--- config.mk ---
export PLATFORM = sky130hd
export DESIGN_NAME = rate_phase_seq
export DESIGN_NICKNAME = d
export VERILOG_FILES = /design/src/rtl/rate_phase_pkg.sv /design/src/rtl/phase_gen.sv /design/src/rtl/sample_reg.sv /design/src/rtl/rate_phase_seq.sv
export SDC_FILE = /design/constraint.sdc
export NUM_CORES = 1
export LEC_CHECK = 0
export CAP_MARGIN = 20
export CORE_MARGIN = 10
export CORE_UTILIZATION = 35
export DETAILED_ROUTE_END_ITERATION = 16
export GPL_TIMING_DRIVEN = 0
export PLACE_DENSITY = 0.81
export SLEW_MARGIN = 5
export SYNTH_ARGS = -nofsm -noshare
export SYNTH_HDL_FRONTEND = slang
export SYNTH_SLANG_ARGS = --single-unit
--- constraint.sdc ---
create_clock -name clk_i -period 2.8 [get_ports clk_i]
set_input_delay 0.28 -clock clk_i [delete_from_list [all_inputs] [get_ports clk_i]]
set_output_delay 0.28 -clock clk_i [all_outputs]
set_load 0.005 [all_outputs]
--- src/rtl/rate_phase_pkg.sv ---
package rate_phase_pkg;
  typedef enum logic [1:0] {
    MODE_PASS   = 2'd0,
    MODE_INTERP = 2'd1,
    MODE_DECIM  = 2'd2
  } rate_mode_e;

  function automatic rate_mode_e decode_mode(input logic interp, input logic decim);
    if (interp && !decim)      return MODE_INTERP;
    else if (decim && !interp) return MODE_DECIM;
    else                       return MODE_PASS;
  endfunction
endpackage

--- src/rtl/phase_gen.sv ---
module phase_gen (
  input  logic clk_i,
  input  logic rst_ni,
  input  logic align_i,
  output logic accept_o
);
  logic align_q;
  logic phase_q;  // 1: next edge is a capture edge

  // high-then-low on align forces the capture phase
  assign accept_o = (align_q && !align_i) ? 1'b1 : phase_q;

  always_ff @(posedge clk_i or negedge rst_ni) begin
    if (!rst_ni) begin
      align_q <= 1'b0;
      phase_q <= 1'b1;
    end else begin
      align_q <= align_i;
      phase_q <= ~accept_o;
    end
  end
endmodule

--- src/rtl/sample_reg.sv ---
module sample_reg #(
  parameter int DATA_W = 12
) (
  input  logic              clk_i,
  input  logic              rst_ni,
  input  logic              zero_i,
  input  logic              fmt_unsigned_i,
  input  logic [DATA_W-1:0] data_i,
  output logic [DATA_W-1:0] sample_o
);
  localparam int MSB = DATA_W - 1;

  logic [DATA_W-1:0] conv_d;

  always_comb begin
    conv_d      = data_i;
    conv_d[MSB] = data_i[MSB] ^ fmt_unsigned_i;
  end

  always_ff @(posedge clk_i or negedge rst_ni) begin
    if (!rst_ni)     sample_o <= '0;
    else if (zero_i) sample_o <= '0;
    else             sample_o <= conv_d;
  end
endmodule

--- src/rtl/rate_phase_seq.sv ---
module rate_phase_seq
  import rate_phase_pkg::*;
#(
  parameter int DATA_W = 12
) (
  input  logic              clk_i,
  input  logic              rst_ni,
  input  logic              interp_i,
  input  logic              decim_i,
  input  logic              align_i,
  input  logic              fmt_unsigned_i,
  input  logic [DATA_W-1:0] data_i,
  output logic [DATA_W-1:0] sample_o,
  output logic              capture_en_o,
  output logic              outreg_en_o
);
  rate_mode_e mode;
  logic       accept;
  logic       zero_ins;

  assign mode = decode_mode(interp_i, decim_i);

  phase_gen u_phase (
    .clk_i    (clk_i),
    .rst_ni   (rst_ni),
    .align_i  (align_i),
    .accept_o (accept)
  );

  always_comb begin
    capture_en_o = 1'b1;
    outreg_en_o  = 1'b1;
    zero_ins     = 1'b0;
    unique case (mode)
      MODE_INTERP: begin
        capture_en_o = accept;
        zero_ins     = ~accept;
      end
      MODE_DECIM:  outreg_en_o = ~accept;
      default: ;
    endcase
  end

  sample_reg #(.DATA_W(DATA_W)) u_sample (
    .clk_i          (clk_i),
    .rst_ni         (rst_ni),
    .zero_i         (zero_ins),
    .fmt_unsigned_i (fmt_unsigned_i),
    .data_i         (data_i),
    .sample_o       (sample_o)
  );
endmodule

==> run_results.csv, run 1 <==
group,metric,value,unit
critical_path,r2r-start,"u_phase.phase_q$_DFF_PN1_",
power,leakagePower,0.428,nW
cells_and_area,fin_util,0.609,
detailed_routing,routed_via_density,4.72,
critical_path,cp_slowest_stage_delay,0.52,ns
placed_design,numPortBuffers,31,
cells_and_area,final_common_cell,"clkdlybuf4s50_1",
detailed_routing,post_drt_wl_per_cell,14.1,um
clock_tree,cts.clk_slew.worst_paths,0.08,ns
die,core_area,0.00151,mm^2
power,combPwrFrac,0.220,
global_route,grt-busiest-layer,"met2",
detailed_routing,drtAntennaViolNets,0,
global_route,first_global_vias,477,
timing,skew,0.00266,ns
critical_path,ff2ff_path_depth,3,
timing,max_slew_margin,0.599,
detailed_routing,drc_errors,0,
cells_and_area,syn_to_final_growth,63.6,%
critical_path,worstSetupPathType,"register to output port",
clock_tree,cts_root_buf,"clkbuf_4",
cells_and_area,stdcell_area,917,um^2
global_route,grt_overflow,0,
critical_path,critPathLaunchType,"register",
critical_path,critPathCaptureType,"output port",
power,p_switching,97.7,uW
cells_and_area,layout_common_cells,"clkdlybuf4s50_1 (31), inv_1 (13), dfrtp_1 (13)",
power,intPower,333,uW
logic_synthesis,syn_inst,48,
placed_design,dpl_cell_area,891,um^2
cells_and_area,drive_above_1_share,0.120,
clock_tree,cts_max_level,1,
flow_run,cap_violations,0,
cells_and_area,nets,102,
power,p_per_area,470,mW/mm^2
detailed_routing,drt_wl_total,1400,um
timing,final-setup-viol-count,0,
clock_tree,cts_setup_buffers,0,
critical_path,rrSetupSlack,1.77,ns
hold_path,hp-class,"primary input to asynchronous set/reset pin",
power,p_sw_frac,0.227,
critical_path,reg2reg_to,"u_sample.sample_o[5]$_DFF_PN0_",
timing,maxSlewViolCount,0,
power,fin_total_pwr,431,uW
global_route,grt_pass1_wl,2210,um
global_route,use_met3,0.0106,
timing,finalCritPeriodShare,0.691,
global_route,use_met1,0.0899,
die,dieArea,0.00360,mm^2
clock_tree,cts_resized,0,
detailed_routing,drtIter0Drc,2,
critical_path,path_cells,"inv_1, buf_2, nand3_1, clkdlybuf4s50_1",
timing,setup_tns,0,ns
timing,hold_violations,0,
die,initial_core_util,0.372,
logic_synthesis,synth_warnings,0,
placed_design,dp_hpwl,1140,um
power,pwr-share-seq,0.517,
critical_path,worstPathRequired,2.52,ns
global_route,grt_max_degree,15,
logic_synthesis,synth_nets,66,
clock_tree,holdBufCountCts,0,
detailed_routing,drtPass1Iterations,2,
die,io-pin-count,32,
timing,max_freq,517,MHz
clock_tree,cts_tree,"yes",
placed_design,dp_cells,95,
global_route,grt_use_met2,0.132,
cells_and_area,diodes,0,
logic_synthesis,ys_types,12,
detailed_routing,vias,467,
clock_tree,cts_made_buffers,3,
critical_path,crit_arrival,1.65,ns
clock_tree,cts.path.max_buffers,2,
critical_path,path_max_fanout,10,
logic_synthesis,synth_seq_cells,14,
logic_synthesis,avgSynthCellArea,11.7,um^2
global_route,grt_use_total,0.0808,
timing,min_period,1.93,ns
cells_and_area,n_fill_cell,132,
clock_tree,insertion_delay,0.27,ns
die,num_rows,14,
global_route,antenna_found_initial,0,
cells_and_area,final_cells,99,
timing,rsz0062_at_grt,"false",
clock_tree,clock_sinks,14,
logic_synthesis,mappedNetlistArea,561,um^2
logic_synthesis,ys_seq_area_frac,0.627,
power,max-vdd-ir-drop,0.224,mV
die,die_height,60.0,um
die,die_w,60.0,um
placed_design,gp_congestion,0.688,
critical_path,slowest_stage,"dfstp_2",
run_status,status,"completed",
power,p_clk_frac,0.263,
timing,worst_pin_slew,0.599,ns
[through the flow]
stage | worst slack [ns] | hold slack, ns
after floorplan | 1.70 | -0.0156
after global placement | 0.885 | 0.597
after detailed placement | 0.852 | 0.611
after CTS | 0.841 | 0.401
after global routing | 0.792 | 0.443
final | 0.866 | 0.385
[kinds of logic after synthesis]
family,Yosys count,synth area share
compound gates,13,0.150
xor+xnor,1,0.0156
buf+inv,16,0.136
flops,14,0.627
simple gates,4,0.0714
[routing by layer]
layer,up-vias,wire length [um],share of wire
met1,217,589,0.42
met4,0,28,0.020
met3,2,121,0.087
li1,227,-,-
met5,-,0,0
met2,21,658,0.47
[power groups by stage]
stage	Combinational [mW]	Sequential (mW)	Clock (mW)
finish	0.0949	0.223	0.113
CTS	0.0972	0.223	0.118
floorplan	0.0302	0.228	0
detailed placement	0.0967	0.227	0
global placement	0.0943	0.226	0
global route	0.104	0.224	0.126
[worst max-delay path: cells and delay by family (launching register included)]
kind,cells,cell delay (ns)
buf+inv,3,0.79
flops,1,0.52
simple gates,1,0.08
[how the worst max path moves through the flow]
stage                              end                       from
after detailed placement  capture_en_o                   interp_i
after global placement    capture_en_o                   interp_i
after global routing      capture_en_o  u_phase.phase_q$_DFF_PN1_
final                     capture_en_o  u_phase.phase_q$_DFF_PN1_
after CTS                 capture_en_o  u_phase.phase_q$_DFF_PN1_
after floorplan            outreg_en_o  u_phase.phase_q$_DFF_PN1_
[synth_stat cells]
library cell | count | area (um^2)
a211o_1 | 1 | 8.76
a31oi_1 | 12 | 75.1
and2_2 | 1 | 7.51
buf_2 | 1 | 5.00
buf_6 | 2 | 22.5
dfrtp_1 | 13 | 325
dfstp_2 | 1 | 26.3
inv_1 | 13 | 48.8
nand2b_4 | 1 | 13.8
nand3_1 | 1 | 5.00
nor2b_4 | 1 | 13.8
xnor2_1 | 1 | 8.76
[sequential cells by signal (all words and copies together) (netlist names)]
register / flops
u_phase.phase_q: 1
u_phase.align_q: 1
u_sample.sample_o: 12
[area by class of cell]
cell class	count	area [um^2]	area share
sequential	14	352	0.383
timing repair buffer	31	310	0.338
multi-input combinational	18	133	0.145
inverter	13	48.8	0.0532
buffer	3	27.5	0.0300
clock buffer	4	26.3	0.0286
tap	16	20.0	0.0218
Note: power is estimated with default switching activity, not from simulation.
==> inputs of run 2 (changes only) <==
Clock period 2.8 ns to 1.9 ns, I/O delays scaled along.
==> run 2 against run 1 <==
  * Largest power group unchanged
  * Clock skew fell by 0.00056 ns
  * Global-route usage did not move
  * Highest routed layer unchanged
  * Final area rose by 0.27%
  * Via count fell by 0.21%
  * Clock power rose by 48%
  * Register-to-register slack got worse by 0.89 ns
  * Critical endpoint unchanged
  * Sequential share of layout area fell by 0.10 points
  * First-iteration DRC count did not move
  * Core utilization rose by 0.17 points
  * Critical path depth did not move
  * Critical path type unchanged
==> run_results.csv, run 2 (synthesis gave the netlist of run 1 again) <==
group,metric,value,unit
timing,final-setup-viol-count,0,
clock_tree,insertion_delay,0.27,ns
timing,min_period,1.83,ns
clock_tree,cts_resized,0,
critical_path,crit_arrival,1.64,ns
global_route,grt_pass1_wl,2210,um
timing,skew,0.00210,ns
die,num_rows,14,
die,io-pin-count,32,
power,intPower,493,uW
timing,finalCritPeriodShare,0.963,
clock_tree,cts_max_level,1,
placed_design,dpl_cell_area,891,um^2
cells_and_area,layout_common_cells,"clkdlybuf4s50_1 (31), inv_1 (13), dfrtp_1 (13)",
critical_path,cp_slowest_stage_delay,0.52,ns
cells_and_area,largest_reg_flops,12,
detailed_routing,drt_wl_total,1410,um
critical_path,path_max_fanout,10,
timing,worst_pin_slew,0.599,ns
detailed_routing,vias,466,
clock_tree,cts.clk_slew.worst_paths,0.08,ns
power,fin_total_pwr,637,uW
global_route,grt_use_total,0.0808,
clock_tree,clock_sinks,14,
critical_path,critPathLaunchType,"register",
clock_tree,cts.path.max_buffers,2,
timing,max_freq,546,MHz
power,combPwrFrac,0.222,
clock_tree,cts_made_buffers,3,
detailed_routing,drtIter0Drc,2,
power,p_switching,144,uW
critical_path,ff2ff_path_depth,3,
critical_path,critPathCaptureType,"output port",
timing,max_slew_margin,0.599,
cells_and_area,top_register,"u_sample.sample_o",
die,die_height,60.0,um
clock_tree,holdBufCountCts,0,
timing,maxSlewViolCount,0,
die,die_w,60.0,um
placed_design,numPortBuffers,31,
global_route,grt_max_degree,15,
global_route,first_global_vias,477,
placed_design,dp_cells,95,
global_route,grt_overflow,0,
critical_path,reg2reg_to,"u_sample.sample_o[5]$_DFF_PN0_",
cells_and_area,top_regs,"u_sample.sample_o x12, u_phase.align_q x1, u_phase.phase_q x1",
power,p_sw_frac,0.227,
cells_and_area,stdcell_area,920,um^2
clock_tree,cts_setup_buffers,0,
cells_and_area,syn_to_final_growth,64.1,%
power,p_clk_frac,0.263,
power,leakagePower,0.429,nW
power,max-vdd-ir-drop,0.333,mV
clock_tree,cts_tree,"yes",
power,pwr-share-seq,0.515,
detailed_routing,post_drt_wl_per_cell,14.2,um
die,dieArea,0.00360,mm^2
global_route,antenna_found_initial,0,
placed_design,gp_congestion,0.688,
die,initial_core_util,0.372,
die,core_area,0.00151,mm^2
cells_and_area,nets,102,
critical_path,slowest_stage,"dfstp_2",
cells_and_area,drive_above_1_share,0.120,
timing,setup_tns,0,ns
critical_path,worstSetupPathType,"register to output port",
power,p_per_area,693,mW/mm^2
critical_path,path_cells,"inv_1, buf_4, nand3_1, clkdlybuf4s50_1",
cells_and_area,n_fill_cell,131,
timing,hold_violations,0,
detailed_routing,drc_errors,0,
critical_path,rrSetupSlack,0.88,ns
clock_tree,cts_root_buf,"clkbuf_4",
timing,rsz0062_at_grt,"false",
timing,hold-worst-slack,0.295,ns
detailed_routing,drtPass1Iterations,2,
detailed_routing,drtAntennaViolNets,0,
run_status,status,"completed",
placed_design,dp_hpwl,1140,um
flow_run,cap_violations,0,
cells_and_area,diodes,0,
critical_path,worstPathRequired,1.71,ns
detailed_routing,routed_via_density,4.71,
hold_path,hp-class,"primary input to asynchronous set/reset pin",
cells_and_area,final_cells,99,
critical_path,r2r-start,"u_phase.phase_q$_DFF_PN1_",
cells_and_area,final_common_cell,"clkdlybuf4s50_1",
==> run 2: how the worst max path moves through the flow <==
| stage | start | endpoint | slack, ns | cells after the start |
|---|---|---|---|---|
| after floorplan | u_phase.phase_q$_DFF_PN1_ | outreg_en_o | 0.89 | 2 |
| after global placement | interp_i | capture_en_o | 0.16 | 5 |
| after detailed placement | interp_i | capture_en_o | 0.13 | 5 |
| after CTS | u_phase.phase_q$_DFF_PN1_ | capture_en_o | 0.03 | 4 |
| after global routing | u_phase.phase_q$_DFF_PN1_ | capture_en_o | 0.009 | 4 |
| final | u_phase.phase_q$_DFF_PN1_ | capture_en_o | 0.07 | 4 |
==> run 2: layer usage <==
metal | track usage | up-vias | routed length (um)
met5 | 0 | - | 0
met4 | 0.0673 | 0 | 29
met3 | 0.0106 | 2 | 121
met2 | 0.132 | 21 | 671
met1 | 0.0899 | 216 | 585
li1 | - | 227 | -
==> run 2: layout make-up <==
type	instances	area, um^2	area share
tap	16	20.0	0.0218
clock buffer	4	26.3	0.0286
timing repair buffer	31	310	0.337
inverter	13	48.8	0.0531
sequential	14	352	0.382
buffer	3	30.0	0.0327
multi-input combinational	18	133	0.144
==> run 2: metrics by stage <==
step	utilization	setup slack [ns]
6_report	0.610	0.0698
5_1_grt	0.610	0.00864
4_1_cts	0.609	0.0307
3_5_place_dp	0.591	0.132
3_3_place_gp	0.591	0.165
2_1_floorplan	-	0.890
==> run 2: worst max-delay path: cells and delay by family, from the launching register on <==
| kind | cells | cell delay (ns) |
|---|---|---|
| buf+inv | 3 | 0.78 |
| simple gates | 1 | 0.07 |
| flops | 1 | 0.52 |
==> run 2: power by group through the flow <==
stage	clock (mW)	sequential (mW)	combinational, mW
final	0.167	0.328	0.141
after global routing	0.186	0.330	0.155
after CTS	0.175	0.329	0.143
after detailed placement	0	0.335	0.142
after global placement	0	0.333	0.139
after floorplan	0	0.337	0.0445
